**config.mk**
```make
export PLATFORM = sky130hd
export DESIGN_NAME = flash_prog_seq
export DESIGN_NICKNAME = d
export VERILOG_FILES = /design/src/rtl/fps_pkg.sv /design/src/rtl/fps_dpath.sv /design/src/rtl/fps_ctrl.sv /design/src/rtl/flash_prog_seq.sv
export SDC_FILE = /design/constraint.sdc
export NUM_CORES = 1
export LEC_CHECK = 0
export ABC_AREA = 1
export BUFFER_PORTS_ARGS = -buffer_cell sky130_fd_sc_hd__buf_4
export CORE_UTILIZATION = 35
export DETAILED_ROUTE_END_ITERATION = 16
export GPL_TIMING_DRIVEN = 0
export HOLD_SLACK_MARGIN = 0.12
export SETUP_SLACK_MARGIN = 0.15
export SLEW_MARGIN = 20
export SYNTH_ARGS = -nofsm -noshare
export SYNTH_HDL_FRONTEND = slang
export SYNTH_HIERARCHICAL = 1
export SYNTH_SLANG_ARGS = --single-unit
```
**constraint.sdc**
```tcl
create_clock -name clk -period 4 [get_ports clk]
set_input_delay 0.2 -clock clk [delete_from_list [all_inputs] [get_ports clk]]
set_output_delay 0.2 -clock clk [all_outputs]
set_load 0.03 [all_outputs]
```
**src/rtl/fps_pkg.sv**
```systemverilog
package fps_pkg;

  localparam logic [7:0] CMD_PROGRAM = 8'h40;
  localparam logic [7:0] CMD_VERIFY  = 8'hC0;
  localparam logic [7:0] CMD_READ    = 8'h00;

  typedef enum logic [1:0] {
    WR_PROG,
    WR_VERIFY,
    WR_READ,
    WR_DATA
  } wrSel_e;

  typedef struct packed {
    logic   loadStart;
    logic   incAddr;
    logic   clrCnt;
    logic   incCnt;
    logic   loadPulse;
    logic   loadVerify;
    logic   setPass;
    logic   setFail;
    wrSel_e wrSel;
  } strobes_t;

endpackage

```
**src/rtl/fps_dpath.sv**
```systemverilog
module fps_dpath
  import fps_pkg::*;
#(
  parameter int AW         = 8,
  parameter int CW         = 5,
  parameter int TW         = 5,
  parameter int PULSE_CYC  = 20,
  parameter int VERIFY_CYC = 12,
  parameter int MAX_PULSES = 25
) (
  input  logic          clk,
  input  logic          rstN,
  input  strobes_t      strb,
  input  logic [AW-1:0] startAddr,
  input  logic [AW-1:0] endAddr,
  input  logic [7:0]    srcData,
  input  logic [7:0]    flashRdData,
  output logic [AW-1:0] curAddr,
  output logic [7:0]    wrData,
  output logic          timerZero,
  output logic          lastAddr,
  output logic          match,
  output logic          cntMax,
  output logic          passFlag,
  output logic [AW-1:0] failAddr,
  output logic [CW-1:0] failCount
);

  localparam logic [TW-1:0] PULSE_LOAD  = TW'(PULSE_CYC - 1);
  localparam logic [TW-1:0] VERIFY_LOAD = TW'(VERIFY_CYC - 1);
  localparam logic [CW-1:0] CNT_LIMIT   = CW'(MAX_PULSES);

  logic [AW-1:0] addrQ, endQ, failAddrQ;
  logic [CW-1:0] cntQ, failCntQ;
  logic [TW-1:0] timerQ;
  logic          passQ;

  // address and per-byte pulse counter
  always_ff @(posedge clk or negedge rstN) begin
    if (!rstN) begin
      addrQ <= '0;
      endQ  <= '0;
      cntQ  <= '0;
    end else if (strb.loadStart) begin
      addrQ <= startAddr;
      endQ  <= endAddr;
      cntQ  <= '0;
    end else begin
      if (strb.incAddr) addrQ <= addrQ + AW'(1);
      if (strb.clrCnt)      cntQ <= '0;
      else if (strb.incCnt) cntQ <= cntQ + CW'(1);
    end
  end

  // delay timer for pulse and verify settle
  always_ff @(posedge clk or negedge rstN) begin
    if (!rstN)                timerQ <= '0;
    else if (strb.loadPulse)  timerQ <= PULSE_LOAD;
    else if (strb.loadVerify) timerQ <= VERIFY_LOAD;
    else if (timerQ != '0)    timerQ <= timerQ - TW'(1);
  end

  // result registers
  always_ff @(posedge clk or negedge rstN) begin
    if (!rstN) begin
      passQ     <= 1'b0;
      failAddrQ <= '0;
      failCntQ  <= '0;
    end else if (strb.setPass) begin
      passQ <= 1'b1;
    end else if (strb.setFail) begin
      passQ     <= 1'b0;
      failAddrQ <= addrQ;
      failCntQ  <= cntQ;
    end
  end

  always_comb begin
    unique case (strb.wrSel)
      WR_PROG:   wrData = CMD_PROGRAM;
      WR_VERIFY: wrData = CMD_VERIFY;
      WR_READ:   wrData = CMD_READ;
      default:   wrData = srcData;
    endcase
  end

  assign curAddr   = addrQ;
  assign timerZero = (timerQ == '0);
  assign lastAddr  = (addrQ == endQ);
  assign match     = (flashRdData == srcData);
  assign cntMax    = (cntQ == CNT_LIMIT);
  assign passFlag  = passQ;
  assign failAddr  = failAddrQ;
  assign failCount = failCntQ;


  cnt_cap_chk: assert property (@(posedge clk) disable iff (!rstN)
    cntQ <= CNT_LIMIT);


  fail_count_chk: assert property (@(posedge clk) disable iff (!rstN)
    strb.setFail |=> (failCntQ == CNT_LIMIT) && !passQ);


  addr_step_chk: assert property (@(posedge clk) disable iff (!rstN)
    strb.incAddr |=> addrQ == $past(addrQ) + AW'(1));

endmodule

```
**src/rtl/fps_ctrl.sv**
```systemverilog
module fps_ctrl
  import fps_pkg::*;
(
  input  logic     clk,
  input  logic     rstN,
  input  logic     start,
  input  logic     timerZero,
  input  logic     lastAddr,
  input  logic     match,
  input  logic     cntMax,
  output strobes_t strb,
  output logic     flashWe,
  output logic     flashRe,
  output logic     vppEn,
  output logic     done
);

  typedef enum logic [3:0] {
    S_IDLE, S_SETUP, S_LATCH, S_PULSE, S_VSET, S_VWAIT,
    S_READ, S_CMP, S_RDCMD, S_FIN_OK, S_FIN_BAD
  } state_e;

  state_e state, nextState;

  always_ff @(posedge clk or negedge rstN) begin
    if (!rstN) state <= S_IDLE;
    else       state <= nextState;
  end

  always_comb begin
    nextState = state;
    strb      = '0;
    strb.wrSel = WR_DATA;
    flashWe   = 1'b0;
    flashRe   = 1'b0;
    done      = 1'b0;
    unique case (state)
      S_IDLE: begin
        if (start) begin
          strb.loadStart = 1'b1;
          nextState = S_SETUP;
        end
      end
      S_SETUP: begin
        flashWe     = 1'b1;
        strb.wrSel  = WR_PROG;
        strb.incCnt = 1'b1;
        nextState   = S_LATCH;
      end
      S_LATCH: begin
        flashWe        = 1'b1;
        strb.wrSel     = WR_DATA;
        strb.loadPulse = 1'b1;
        nextState      = S_PULSE;
      end
      S_PULSE: if (timerZero) nextState = S_VSET;
      S_VSET: begin
        flashWe         = 1'b1;
        strb.wrSel      = WR_VERIFY;
        strb.loadVerify = 1'b1;
        nextState       = S_VWAIT;
      end
      S_VWAIT: if (timerZero) nextState = S_READ;
      S_READ: begin
        flashRe   = 1'b1;
        nextState = S_CMP;
      end
      S_CMP: begin
        if (match) begin
          if (lastAddr) begin
            nextState = S_RDCMD;
          end else begin
            strb.incAddr = 1'b1;
            strb.clrCnt  = 1'b1;
            nextState    = S_SETUP;
          end
        end else if (cntMax) begin
          strb.setFail = 1'b1;
          nextState    = S_FIN_BAD;
        end else begin
          nextState = S_SETUP;
        end
      end
      S_RDCMD: begin
        flashWe      = 1'b1;
        strb.wrSel   = WR_READ;
        strb.setPass = 1'b1;
        nextState    = S_FIN_OK;
      end
      S_FIN_OK, S_FIN_BAD: begin
        done      = 1'b1;
        nextState = S_IDLE;
      end
      default: nextState = S_IDLE;
    endcase
  end

  assign vppEn = (state != S_IDLE) && (state != S_FIN_OK) && (state != S_FIN_BAD);


  pulse_hold_chk: assert property (@(posedge clk) disable iff (!rstN)
    (state == S_PULSE) && !timerZero |=> (state == S_PULSE) && !flashWe);


  done_single_chk: assert property (@(posedge clk) disable iff (!rstN)
    done |=> !done);

endmodule

```
**src/rtl/flash_prog_seq.sv**
```systemverilog
module flash_prog_seq
  import fps_pkg::*;
#(
  parameter int AW         = 8,
  parameter int PULSE_CYC  = 20,
  parameter int VERIFY_CYC = 12,
  parameter int MAX_PULSES = 25
) (
  input  logic                             clk,
  input  logic                             rstN,
  input  logic                             start,
  input  logic [AW-1:0]                    startAddr,
  input  logic [AW-1:0]                    endAddr,
  output logic [AW-1:0]                    srcAddr,
  input  logic [7:0]                       srcData,
  output logic [AW-1:0]                    flashAddr,
  output logic [7:0]                       flashWrData,
  output logic                             flashWe,
  output logic                             flashRe,
  input  logic [7:0]                       flashRdData,
  output logic                             vppEn,
  output logic                             done,
  output logic                             pass,
  output logic [AW-1:0]                    failAddr,
  output logic [$clog2(MAX_PULSES+1)-1:0]  failCount
);

  localparam int CW   = $clog2(MAX_PULSES + 1);
  localparam int TMAX = (PULSE_CYC > VERIFY_CYC) ? PULSE_CYC : VERIFY_CYC;
  localparam int TW   = $clog2(TMAX + 1);

  strobes_t      strb;
  logic          timerZero, lastAddr, match, cntMax;
  logic [AW-1:0] curAddr;

  fps_ctrl u_ctrl (
    .clk       (clk),
    .rstN      (rstN),
    .start     (start),
    .timerZero (timerZero),
    .lastAddr  (lastAddr),
    .match     (match),
    .cntMax    (cntMax),
    .strb      (strb),
    .flashWe   (flashWe),
    .flashRe   (flashRe),
    .vppEn     (vppEn),
    .done      (done)
  );

  fps_dpath #(
    .AW(AW), .CW(CW), .TW(TW),
    .PULSE_CYC(PULSE_CYC), .VERIFY_CYC(VERIFY_CYC), .MAX_PULSES(MAX_PULSES)
  ) u_dpath (
    .clk         (clk),
    .rstN        (rstN),
    .strb        (strb),
    .startAddr   (startAddr),
    .endAddr     (endAddr),
    .srcData     (srcData),
    .flashRdData (flashRdData),
    .curAddr     (curAddr),
    .wrData      (flashWrData),
    .timerZero   (timerZero),
    .lastAddr    (lastAddr),
    .match       (match),
    .cntMax      (cntMax),
    .passFlag    (pass),
    .failAddr    (failAddr),
    .failCount   (failCount)
  );

  assign srcAddr   = curAddr;
  assign flashAddr = curAddr;


  rdcmd_before_pass_chk: assert property (@(posedge clk) disable iff (!rstN)
    (done && pass) |-> $past(flashWe) && ($past(flashWrData) == CMD_READ));


  vpp_on_write_chk: assert property (@(posedge clk) disable iff (!rstN)
    flashWe |-> vppEn);

endmodule

```
# Word-level counts from Yosys, hierarchy flattened
# Cells that the tools add are included.
# Widths: inputs -> output; s select.
# word_totals
output_inout_bits	42
wordCells	81
input_bits	35
reg_bits	44
# classes
bitwise	1
eq_ne	20
n_addsub	3
n_reduce_logical	15
n_mux	34
# op_table
cell	count
$pmux 4 s9	1
$mux 5	6
$mux 4	6
$pmux 8 s3	1
$eq 4x3->1 const B	4
$eq 8x8->1	2
$mux 8	2
$mux 1	14
$eq 4x4->1 const B	3
$add 8x1->8 const B	1
$eq 4x2->1 const B	2
$ne 4x4->1 const B	2
$mux 2	3
$ne 2x2->1 const B	3
$pmux 2 s3	1
$reduce_bool 3->1	2
$add 5x1->5 const B	1
$eq 5x5->1 const B	1
$logic_not 5->1	1
$reduce_bool 5->1	1
$sub 5x1->5 const B	1
$eq 4x1->1 const B	1
$logic_not 4->1	1
$reduce_bool 2->1	2
10 further kinds	11

# Depth between registers and ports, before layout
# logic_depth
ltp_word	6
depth_mapped	14
depth_no_buf	13

# Hierarchy
# The synthesis kept the hierarchy.
# modules_own_cells
mod	instances	seq_area_each_um2	area_each_um2	cells_each
fps_dpath	1	1001.0	2100.8	261
fps_ctrl	1	100.1	367.9	68
flash_prog_seq	1	0.0	60.1	8

# Worst setup path before layout
# Ideal clock, no wire load.
# synth_timing
path_type	register to output
from	reg u_ctrl.state[2]
to	out flashWrData[7]
arrival_time_ps	1702
t_required_ps	3800
setup_slack_ps	2098
n_path_buf	0
path_stages_with_launch	6
path_cell_list	dfrtp_1 nor2_2 inv_1 nor3_2 nor2_1 a21boi_0
# synth_lines
item	line_no	text
start: declaration	fps_ctrl.sv:23	state_e state, nextState;
start signal: assignment	fps_ctrl.sv:27	else state <= nextState;
end: declaration	flash_prog_seq.sv:17	output logic [7:0] flashWrData,

==> impl_metrics.csv <==
group,metric,value,unit
sta,finalCritPeriodShare,0.530,
yosys,synth_top_family_by_area,"simple AND/OR/NAND/NOR gates",
drt,wl_met2,2.90,mm
drt,post-route-drc-count,0,
yosys,synth-seq-cells,44,
worst_setup_path,crit_required,3.80,ns
sta,setup-violations-final,0,
drt,wl_met3,139,um
worst_setup_path,r2r_end,"u_dpath/curAddr[7]",
placement,gp_congestion,0.845,
layout,n_fill_cell,698,
pwr,p_sw,1.08,mW
worst_setup_path,slowest_stage,"dfrtp_1",
drt,via_count,2353,
yosys,synthCells,337,
cts,clock_path_buffers,2,
floorplanning,core,6870,um2
cts,clockRootBuffer,"clkbuf_8",
pwr,cellPowerDensity,685,nW/um2
hold_path,hp-start,"endAddr[6]",
yosys,synth-edff-count,0,
sta,finalCriticalPeriod,2.12,ns
worst_setup_path,worstSetupPathType,"register to primary output",
grt,grt_pass1_wl,9.55,mm
worst_setup_path,cp-start-kind,"register",
floorplanning,rows,30,
sta,hold_viol_final,0,
cts,htreeDepth,2,
layout,layout.cells.most_common_list,"nand2_1, buf_4, nor2_1",
yosys,async_flop_share,1.00,
worst_setup_path,max_stage_delay,0.44,ns
worst_setup_path,r2r_start,"u_dpath/curAddr[3]",
sta,slew_headroom,0.625,
drt,antenna_left,0,
placement,dp_hpwl,4.53,mm
layout,drive_gt1_frac,0.264,
cts,cts.clk_slew.worst_paths,0.08,ns
cts,cts_tree,"yes",
cts,cts_buffers,5,
hold_path,hp-class,"primary input to register",
floorplanning,initial_core_util,0.368,
worst_setup_path,critPathMaxFanout,6,
yosys,synth_adder_area_share,0.0198,
layout,areaGrowthSynthToFinish,34.3,%
yosys,synth_xor_area_frac,0.0554,
pwr,p_clk_frac,0.142,
drt,routed_via_density,4.49,
floorplanning,die-area,7570,um2
pwr,seq_power_share,0.326,
yosys,synth_fp_nets,376,
grt,antenna_found_initial,0,
yosys,synth_warnings,6,
cts,clk_latency,0.29,ns
yosys,synth_seq_area_share,0.435,
yosys,synth_cell_types,30,
worst_setup_path,path_cells,"nor2_2, inv_1, nor3_2, nor2_1, nand2_1, nor2_1, buf_4",
worst_setup_path,rr_worst_depth,12,
placement,portBuffers,76,
drt,wl_per_cell,11.2,um
drt,dr.pass1.iters,4,
sta,setup-tns-final,0,ns
floorplanning,die_y,87,um
grt,overflow,0,
run,cap_violations,0,
pwr,power_switching_share,0.464,
sta,whs,0.127,ns
pwr,intPower,1.25,mW
layout,final_common_cell,"nand2_1",
floorplanning,die_w,87,um
sta,max_freq,0.471,GHz
drt,routed.top_layer,"met4",
grt,grt_max_degree,45,
drt,dr.first_iter.drc_count,91,
hold_path,hold_depth,3,
layout,n_antenna_cell,0,
sta,layout_setup_ws,1.88,ns
cts,post-cts-setup-buffers,0,
placement,pre_cts_slack,2.03,ns
cts,clock-sinks,44,
sta,grt_setup_unrepaired,"false",
sta,fin_skew,0.00814,ns
grt,grt_pass1_vias,2067,
grt,grt_use_total,0.160,
yosys,synth.mux.area_fraction,0.0178,
layout,nNetsFinal,466,
drt,wirelength,5.88,mm
yosys,syn_avg_cell_area,7.50,um2
sta,slew_violations,0,
sta,tightestPinTransition,0.563,ns
pwr,peakVddDrop,0.270,mV
yosys,synth-simple-area-share,0.280,
worst_setup_path,worstSetupEndpointType,"primary output",
pwr,combPwrFrac,0.532,
worst_setup_path,r2r_setup_slack,1.95,ns
yosys,ys.flop_type,"dfrtp_1",
yosys,synth-compound-area-share,0.0836,
floorplanning,pin_count,77,
worst_setup_path,worstPathArrival,1.92,ns
pwr,p_leak,1.82,nW
run_status,status,"finished, final reports clean",
yosys,synth.cell_area,2530,um2
hold_path,whs_endpoint,"u_dpath/endQ[6]",
drt,wl_met1,2.78,mm
worst_setup_path,critPathMostFrequentCell,"nor2_1",
## Yosys cell counts (3+ instances only)
cell type	n	area share
nand2_1	93	0.14
nor2_1	47	0.070
inv_1	46	0.068
dfrtp_1	44	0.44
o21ai_0	18	0.036
nand3_1	16	0.032
xor2_1	16	0.055
buf_4	9	0.027
a21oi_1	5	0.0099
a22oi_1	5	0.015
nor2_2	5	0.012
ha_1	4	0.020
mux2_2	4	0.018
o21ai_1	4	0.0079
nor3_1	3	0.0059
## area by class of cell
cell class                 count  area [um2]  share of cell area
inverter                      48         180              0.0530
sequential                    44        1100               0.324
timing repair buffer          83         641               0.189
multi-input combinational    232        1150               0.340
clock inverter                 2        35.0              0.0103
buffer                        13        93.8              0.0276
clock buffer                   6        72.6              0.0214
tap                           96         120              0.0354
## cells by family (layout without fill, tap and decap cells)
family / count (synthesis) / count (layout)
DFF: 44 / 44
buffers and inverters: 61 / 152
AOI/OAI and AO/OA: 37 / 37
xor gates and xnor gates: 16 / 16
muxes: 4 / 4
and+or+nand+nor: 171 / 171
adders and majority gates: 4 / 4
## power by group through the flow
stage,Clock [mW],Combinational (mW),Sequential [mW]
finish,0.330,1.24,0.759
global route,0.362,1.37,0.785
detailed placement,0,1.24,0.768
CTS,0.346,1.25,0.759
floorplan,0,0.799,0.799
global placement,0,1.22,0.765
## per-stage QoR
| stage | power, mW | area, um2 | util | cells |
|---|---|---|---|---|
| 2_1_floorplan | 1.60 | 2530 | - | 337 |
| 3_3_place_gp | 1.98 | 3220 | 0.469 | 509 |
| 3_5_place_dp | 2.01 | 3220 | 0.469 | 509 |
| 4_1_cts | 2.35 | 3390 | 0.493 | 523 |
| 5_1_grt | 2.52 | 3400 | 0.495 | 524 |
| 6_report | 2.33 | 3400 | 0.495 | 524 |
## registers in the layout, indices dropped and copies added (netlist names)
register / count
u_dpath/curAddr: 8
u_dpath/endQ: 8
u_dpath/failAddr: 8
u_dpath/cntQ: 5
u_dpath/failCount: 5
u_dpath/timerQ: 5
u_ctrl/state: 4
u_dpath/passFlag: 1
## how the worst max path moves through the flow
stage                  startpoint                  to  slack, ns
4_1_cts           u_ctrl/state[2]      flashWrData[3]       1.88
3_3_place_gp           srcData[2]  u_dpath/curAddr[6]       1.98
6_report          u_ctrl/state[3]      flashWrData[3]       1.88
5_1_grt           u_ctrl/state[2]      flashWrData[2]       1.67
2_1_floorplan     u_ctrl/state[2]      flashWrData[7]       2.10
3_5_place_dp   u_dpath/curAddr[3]  u_dpath/curAddr[7]       2.03
## timing repair
item | 4_1_cts | 5_1_grt
hold buffers | 6 | 1
endpoints found under the hold margin | 49 | 1
resized for setup | 0 | 0
endpoints found under the setup margin | 0 | 0
## worst max-delay path, delay by kind of cell, from the launching register on
kind | cells | cell delay, ns
and+or+nand+nor | 5 | 0.91
DFF | 1 | 0.44
buffers and inverters | 2 | 0.29
## per-layer routing
layer	track usage	vias up
li1	-	1219
met1	0.221	1088
met2	0.262	42
met3	0.0246	4
met4	0.0394	0
met5	0	-
No activity file was read; power rests on OpenSTA's default activity.
